File: config.mk
export PLATFORM = sky130hd
export DESIGN_NAME = vcfg_unit
export DESIGN_NICKNAME = d
export VERILOG_FILES = /design/src/rtl/vcfg_pkg.sv /design/src/rtl/vcfg_decode.sv /design/src/rtl/vcfg_vlmax_tbl.sv /design/src/rtl/vcfg_clamp.sv /design/src/rtl/vcfg_regcheck.sv /design/src/rtl/vcfg_unit.sv
export SDC_FILE = /design/constraint.sdc
export NUM_CORES = 1
export LEC_CHECK = 0
export ABC_CLOCK_PERIOD_IN_PS = 2200
export BUFFER_PORTS_ARGS = -buffer_cell sky130_fd_sc_hd__buf_4
export CAP_MARGIN = 20
export CORE_ASPECT_RATIO = 0.75
export CORE_UTILIZATION = 51
export DETAILED_ROUTE_END_ITERATION = 8
export PLACE_DENSITY = 0.92
export SLEW_MARGIN = 20
export SYNTH_ARGS = -nofsm -noshare
export SYNTH_HDL_FRONTEND = slang
export SYNTH_SLANG_ARGS = --single-unit
File: constraint.sdc
create_clock -name clk -period 2.2 [get_ports clk]
set_clock_uncertainty 0.05 [all_clocks]
set_input_delay 0.11 -clock clk [delete_from_list [all_inputs] [get_ports clk]]
set_output_delay 0.11 -clock clk [all_outputs]
set_load 0.005 [all_outputs]
File: src/rtl/vcfg_pkg.sv
package vcfg_pkg;
   localparam int SEW_CODE_W = 3;
   localparam int LMUL_IN_W  = 4;
   localparam int LMUL_LOG_W = 2;

   typedef struct packed {
      logic                  legal;
      logic [LMUL_LOG_W-1:0] lmul_log2;
   } vcfg_dec_t;
endpackage

File: src/rtl/vcfg_decode.sv
module vcfg_decode
   import vcfg_pkg::*;
#(
   parameter int ELEN = 64
) (
   input  logic [SEW_CODE_W-1:0] sew_code,
   input  logic [LMUL_IN_W-1:0]  lmul_raw,
   output vcfg_dec_t             dec
);
   localparam int ELEN_CODE = $clog2(ELEN) - 3;

   logic sew_ok;
   logic lmul_ok;
   logic [LMUL_LOG_W-1:0] lmul_log2;

   always_comb begin
      sew_ok = (int'(sew_code) <= 3) && (int'(sew_code) <= ELEN_CODE);
   end

   always_comb begin
      lmul_ok   = 1'b1;
      lmul_log2 = '0;
      case (lmul_raw)
         4'd1:    lmul_log2 = 2'd0;
         4'd2:    lmul_log2 = 2'd1;
         4'd4:    lmul_log2 = 2'd2;
         4'd8:    lmul_log2 = 2'd3;
         default: lmul_ok   = 1'b0;
      endcase
   end

   assign dec.legal     = sew_ok & lmul_ok;
   assign dec.lmul_log2 = lmul_log2;
endmodule

File: src/rtl/vcfg_vlmax_tbl.sv
module vcfg_vlmax_tbl
   import vcfg_pkg::*;
#(
   parameter  int VLEN = 256,
   localparam int VL_W = $clog2(VLEN) + 1
) (
   input  logic [1:0]            sew_code,
   input  logic [LMUL_LOG_W-1:0] lmul_log2,
   output logic [VL_W-1:0]       vlmax
);
   localparam int N_SEW  = 4;
   localparam int N_LMUL = 4;

   logic [VL_W-1:0] tbl [N_SEW*N_LMUL];

   for (genvar s = 0; s < N_SEW; s++) begin : g_sew
      for (genvar l = 0; l < N_LMUL; l++) begin : g_lmul
         localparam int CAP = (VLEN >> (3 + s)) << l;
         assign tbl[s*N_LMUL + l] = VL_W'(CAP);
      end
   end

   assign vlmax = tbl[{sew_code, lmul_log2}];
endmodule

File: src/rtl/vcfg_clamp.sv
module vcfg_clamp #(
   parameter int REQ_W = 32,
   parameter int VL_W  = 9
) (
   input  logic [REQ_W-1:0] avl,
   input  logic [VL_W-1:0]  cap,
   output logic [VL_W-1:0]  grant
);
   logic [REQ_W-1:0] cap_ext;
   logic             below;

   assign cap_ext = REQ_W'(cap);
   assign below   = avl < cap_ext;
   assign grant   = below ? avl[VL_W-1:0] : cap;
endmodule

File: src/rtl/vcfg_regcheck.sv
module vcfg_regcheck
   import vcfg_pkg::*;
#(
   parameter int IDX_W = 5
) (
   input  logic [LMUL_LOG_W-1:0] lmul_log2,
   input  logic [IDX_W-1:0]      idx,
   output logic                  ok
);
   logic [IDX_W-1:0] low_mask;

   always_comb begin
      low_mask = '0;
      for (int b = 0; b < 3; b++) begin
         if (b < int'(lmul_log2)) low_mask[b] = 1'b1;
      end
   end

   assign ok = (idx & low_mask) == '0;
endmodule

File: src/rtl/vcfg_unit.sv
module vcfg_unit
   import vcfg_pkg::*;
#(
   parameter  int VLEN  = 256,
   parameter  int ELEN  = 64,
   parameter  int REQ_W = 32,
   parameter  int NREG  = 32,
   localparam int VL_W  = $clog2(VLEN) + 1,
   localparam int IDX_W = $clog2(NREG)
) (
   input  logic                  clk,
   input  logic                  rst_n,
   input  logic                  req_valid,
   output logic                  req_ready,
   input  logic [REQ_W-1:0]      req_avl,
   input  logic [SEW_CODE_W-1:0] req_sew,
   input  logic [LMUL_IN_W-1:0]  req_lmul,
   output logic                  wb_valid,
   output logic [VL_W-1:0]       wb_len,
   output logic                  wb_illegal,
   output logic [SEW_CODE_W-1:0] cfg_sew,
   output logic [LMUL_LOG_W-1:0] cfg_lmul_log2,
   output logic [VL_W-1:0]       cfg_vl,
   output logic [VL_W-1:0]       cfg_vlmax,
   input  logic [IDX_W-1:0]      chk_idx,
   output logic                  chk_ok
);
   if ((VLEN & (VLEN - 1)) != 0) begin : g_bad_vlen
      $error("VLEN must be a power of two");
   end
   if (ELEN < 8 || ELEN > 64 || (ELEN & (ELEN - 1)) != 0) begin : g_bad_elen
      $error("ELEN must be 8, 16, 32 or 64");
   end
   if (VLEN < ELEN) begin : g_bad_ratio
      $error("VLEN must be at least ELEN");
   end
   if (REQ_W < VL_W) begin : g_bad_req
      $error("REQ_W must cover the length width");
   end
   if (NREG < 8 || (NREG & (NREG - 1)) != 0) begin : g_bad_nreg
      $error("NREG must be a power of two of at least 8");
   end

   localparam logic [VL_W-1:0] RST_VLMAX = VL_W'(VLEN / 8);

   vcfg_dec_t       dec;
   logic [VL_W-1:0] cap_new;
   logic [VL_W-1:0] grant;
   logic            accept;

   assign req_ready = 1'b1;
   assign accept    = req_valid & req_ready;

   vcfg_decode #(.ELEN(ELEN)) u_decode (
      .sew_code (req_sew),
      .lmul_raw (req_lmul),
      .dec      (dec)
   );

   vcfg_vlmax_tbl #(.VLEN(VLEN)) u_cap (
      .sew_code  (req_sew[1:0]),
      .lmul_log2 (dec.lmul_log2),
      .vlmax     (cap_new)
   );

   vcfg_clamp #(.REQ_W(REQ_W), .VL_W(VL_W)) u_clamp (
      .avl   (req_avl),
      .cap   (cap_new),
      .grant (grant)
   );

   vcfg_regcheck #(.IDX_W(IDX_W)) u_regchk (
      .lmul_log2 (cfg_lmul_log2),
      .idx       (chk_idx),
      .ok        (chk_ok)
   );

   always_ff @(posedge clk or negedge rst_n) begin
      if (!rst_n) begin
         cfg_sew       <= '0;
         cfg_lmul_log2 <= '0;
         cfg_vl        <= '0;
         cfg_vlmax     <= RST_VLMAX;
      end else if (accept && dec.legal) begin
         cfg_sew       <= req_sew;
         cfg_lmul_log2 <= dec.lmul_log2;
         cfg_vl        <= grant;
         cfg_vlmax     <= cap_new;
      end
   end

   always_ff @(posedge clk or negedge rst_n) begin
      if (!rst_n) begin
         wb_valid   <= 1'b0;
         wb_len     <= '0;
         wb_illegal <= 1'b0;
      end else begin
         wb_valid <= accept;
         if (accept) begin
            wb_illegal <= ~dec.legal;
            wb_len     <= dec.legal ? grant : '0;
         end
      end
   end
endmodule

==> insert_results.sql <==
INSERT INTO impl_metrics (metric_group, metric, value, unit) VALUES
('run_status', 'violated_checks', 'setup timing', ''),
('global_routing', 'global_route_wire_length_before_repair', '11100', 'µm'),
('synth', 'synthDistinctLibCells', '53', ''),
('synth', 'async_set_reset_flop_share_out_of_synthesis', '100', '%'),
('drt', 'routed_wirelength', '8560', 'µm'),
('worst_hold_path', 'hold_path.class', 'primary input to flip-flop', ''),
('power', 'leakage', '1.47', 'nW'),
('drt', 'routedWlPerCell', '22.7', 'µm'),
('power', 'switching_power', '0.000514', 'W'),
('placement', 'port_buffers', '77', ''),
('power', 'power_report.internal_total', '0.00128', 'W'),
('synth', 'netlist_instances', '210', ''),
('synth', 'synthesis_warnings', '0', ''),
('sta', 'post-route-period-util', '117', '%'),
('sta', 'finalSetupViolations', '18', ''),
('layout', 'layout.nets', '379', ''),
('clock_tree', 'cts.reportedPaths.clkPinSlew', '90', 'ps'),
('global_routing', 'pin_count_of_the_biggest_net_entering_global_routing', '33', ''),
('sta', 'fin_ws', '-372', 'ps'),
('power', 'pwr-share-comb', '26.1', '%'),
('drt', 'detail_route.iter0.violations', '362', ''),
('global_routing', 'global_route.overflow_total', '0', ''),
('critical_path', 'cell_breakdown_of_the_critical_path', 'buf_6 -> buf_4 -> nor4b_1 -> o21ai_0 -> o311ai_4 -> inv_2 -> ha_4 -> and4_4 -> a21o_1 -> buf_4 -> o21ai_4 -> buf_6 -> a311o_1 -> nand3_1', ''),
('clock_tree', 'cts_max_level', '2', ''),
('layout', 'utilization', '90.9', '%'),
('layout', 'final_layout_size_suffix_gt1_share', '47.1', '%'),
('floorplanning', 'initial_core_utilization', '55.3', '%'),
('sta', 'max_freq', '0.389', 'GHz'),
('critical_path', 'start_kind', 'primary input', ''),
('synth', 'synth_common_cells', 'nand2_1, dfrtp_1, o21ai_0', ''),
('floorplanning', 'coreArea', '3420', 'µm²'),
('drt', 'detail_route.vias_per_cell', '6.67', ''),
('synth', 'netlist_top_cells_area', 'dfrtp_1, nand2_1, ha_1', ''),
('sta', 'shortest_period_the_worst_path_allows', '2570', 'ps'),
('synth', 'most_frequent_cell_after_synthesis', 'nand2_1', ''),
('drt', 'antenna_violating_nets_post_route', '0', ''),
('power', 'vdd_ir_drop_max', '0.000407', 'V'),
('placement', 'post-dp-hpwl', '4480', 'µm'),
('power', 'total_power', '0.00180', 'W'),
('synth', 'synth_ff_type', 'dfrtp_1', ''),
('floorplanning', 'dieHeight', '54.7', 'µm'),
('global_routing', 'first_global_vias', '2197', ''),
('floorplanning', 'design.die.area', '3960', 'µm²'),
('drt', 'drt_first_pass_iters', '6', ''),
('run_status', 'status', 'complete, but fails checks', ''),
('placement', 'gp_congestion', '0.881', ''),
('floorplanning', 'floorplan.io_pins', '83', ''),
('synth', 'number_of_storage_elements_in_the_synthesis_netlist', '32', ''),
('critical_path', 'worstPathBufferInverterCount', '5', ''),
('job', 'drv_cap', '0', ''),
('floorplanning', 'die_w', '72.3', 'µm'),
('drt', 'routed-via-count', '2516', ''),
('clock_tree', 'clock_sink_count', '32', ''),
('critical_path', 'timing.critical_path.depth', '14', ''),
('worst_hold_path', 'hold_path_startpoint', 'req_avl[1]', ''),
('critical_path', 'crit_path_max_fanout', '11', ''),
('worst_hold_path', 'hold_path_depth', '3', ''),
('sta', 'tns', '-4720', 'ps'),
('sta', 'timing_worst_slew_pin_value', '697', 'ps'),
('power', 'switching_share', '28.6', '%'),
('clock_tree', 'max-clock-path-buffers', '2', ''),
('synth', 'seq_area_frac_synth', '42.4', '%'),
('synth', 'yosysTopAreaCellShare', '41.0', '%'),
('synth', 'postSynthAreaPerCell', '9.01', 'µm²'),
('critical_path', 'crit_path_capture_type', 'flip-flop', ''),
('layout', 'final_area', '3110', 'µm²'),
('synth', 'mappedNetlistArea', '1890', 'µm²'),
('clock_tree', 'tritoncts_clock_tree', 'yes', ''),
('critical_path', 'cp_data_required_time', '2310', 'ps'),
('critical_path', 'rr_worst_depth', '1', ''),
('synth', 'synth.largest_area_cell', 'dfrtp_1', '');
[metrics by stage]
| stage | worst slack, ps | cells |
|---|---|---|
| finish | -372 | 377 |
| global route | -435 | 377 |
| global placement | -462 | 360 |
| CTS | -216 | 374 |
| floorplan | -404 | 211 |
| detailed placement | -569 | 360 |
[worst max path at each step]
stage                      from   endpoint
global placement    req_lmul[3]  cfg_vl[7]
CTS                 req_lmul[3]  cfg_vl[3]
global route        req_lmul[3]  cfg_vl[6]
detailed placement  req_lmul[3]  cfg_vl[5]
finish              req_lmul[3]  cfg_vl[6]
floorplan           req_lmul[3]  wb_len[2]
[placed cells by master (no fill, tap or decap), types with 2 or more instances in the layout]
| master | count |
|---|---|
| ha_1 | 4 |
| a311o_1 | 2 |
| dlygate4sd3_1 | 2 |
| o211ai_1 | 5 |
| nor2_1 | 8 |
| o311ai_4 | 2 |
| inv_1 | 6 |
| o21ai_0 | 8 |
| nand2_1 | 40 |
| and2_1 | 2 |
| o21ai_1 | 3 |
| dfrtp_1 | 31 |
| nor2b_1 | 3 |
| nor4_1 | 6 |
| ha_4 | 2 |
| nand3_1 | 8 |
| a32o_1 | 2 |
| clkbuf_8 | 7 |
| nand3b_1 | 3 |
| o221ai_2 | 3 |
| a21boi_1 | 2 |
| conb_1 | 3 |
| nand2b_1 | 4 |
| nand4_1 | 6 |
| a21oi_1 | 9 |
| buf_6 | 9 |
| a221o_1 | 2 |
| a21o_1 | 2 |
| buf_4 | 111 |
| o21a_1 | 2 |
[repair_timing]
item	in CTS	in global routing
setup buffers	3	3
cloned	1	0
resized for setup	14	16
hold buffers	2	0
endpoints found under the setup margin	18	18
pin swaps	8	13
hold endpoints to repair	32	0
[cell type report]
| type | count | area [µm²] |
|---|---|---|
| clock buffers | 7 | 96.3 |
| clock inverters | 1 | 30.0 |
| fillers | 136 | 310 |
| inverters | 7 | 26.3 |
| multi-input cells | 158 | 1140 |
| flip-flops and latches | 32 | 802 |
| well taps | 50 | 62.6 |
| repair buffers | 122 | 955 |
[per-layer routing]
| metal | global-route usage, % | vias up | part of all wire, % |
|---|---|---|---|
| met5 | 0 | - | 0 |
| met4 | 15.4 | 0 | 6.8 |
| met3 | 8.66 | 80 | 14 |
| met2 | 69.3 | 303 | 44 |
| met1 | 46.9 | 1135 | 34 |
| li1 | - | 998 | - |
[sequential cells by signal (all words and copies together), names as in the netlist]
register	count
wb_illegal	1
wb_valid	1
cfg_lmul_log2	2
cfg_vl	9
cfg_sew	3
cfg_vlmax	7
wb_len	9
[power by group through the flow]
stage	logic, W	clock network, W	registers (W)
6_report	0.000469	0.000647	0.000682
3_5_place_dp	0.000388	0	0.000686
3_3_place_gp	0.000373	0	0.000682
4_1_cts	0.000412	0.000622	0.000676
5_1_grt	0.000495	0.000664	0.000686
2_1_floorplan	0.000153	0	0.000683
[logic make-up (layout without fill, tap and decap cells)]
group / after synthesis / count (layout) / share of synthesized area, %
buf+inv: 21 / 137 / 6.22
flops: 32 / 32 / 42.4
fa+ha+maj: 6 / 6 / 3.97
compound gates: 53 / 53 / 20.1
xor+xnor: 1 / 1 / 0.463
mux: 1 / 1 / 0.529
simple gates: 94 / 94 / 25.9
other cells: 2 / 3 / 0.397
(Power assumes the default switching activity.)
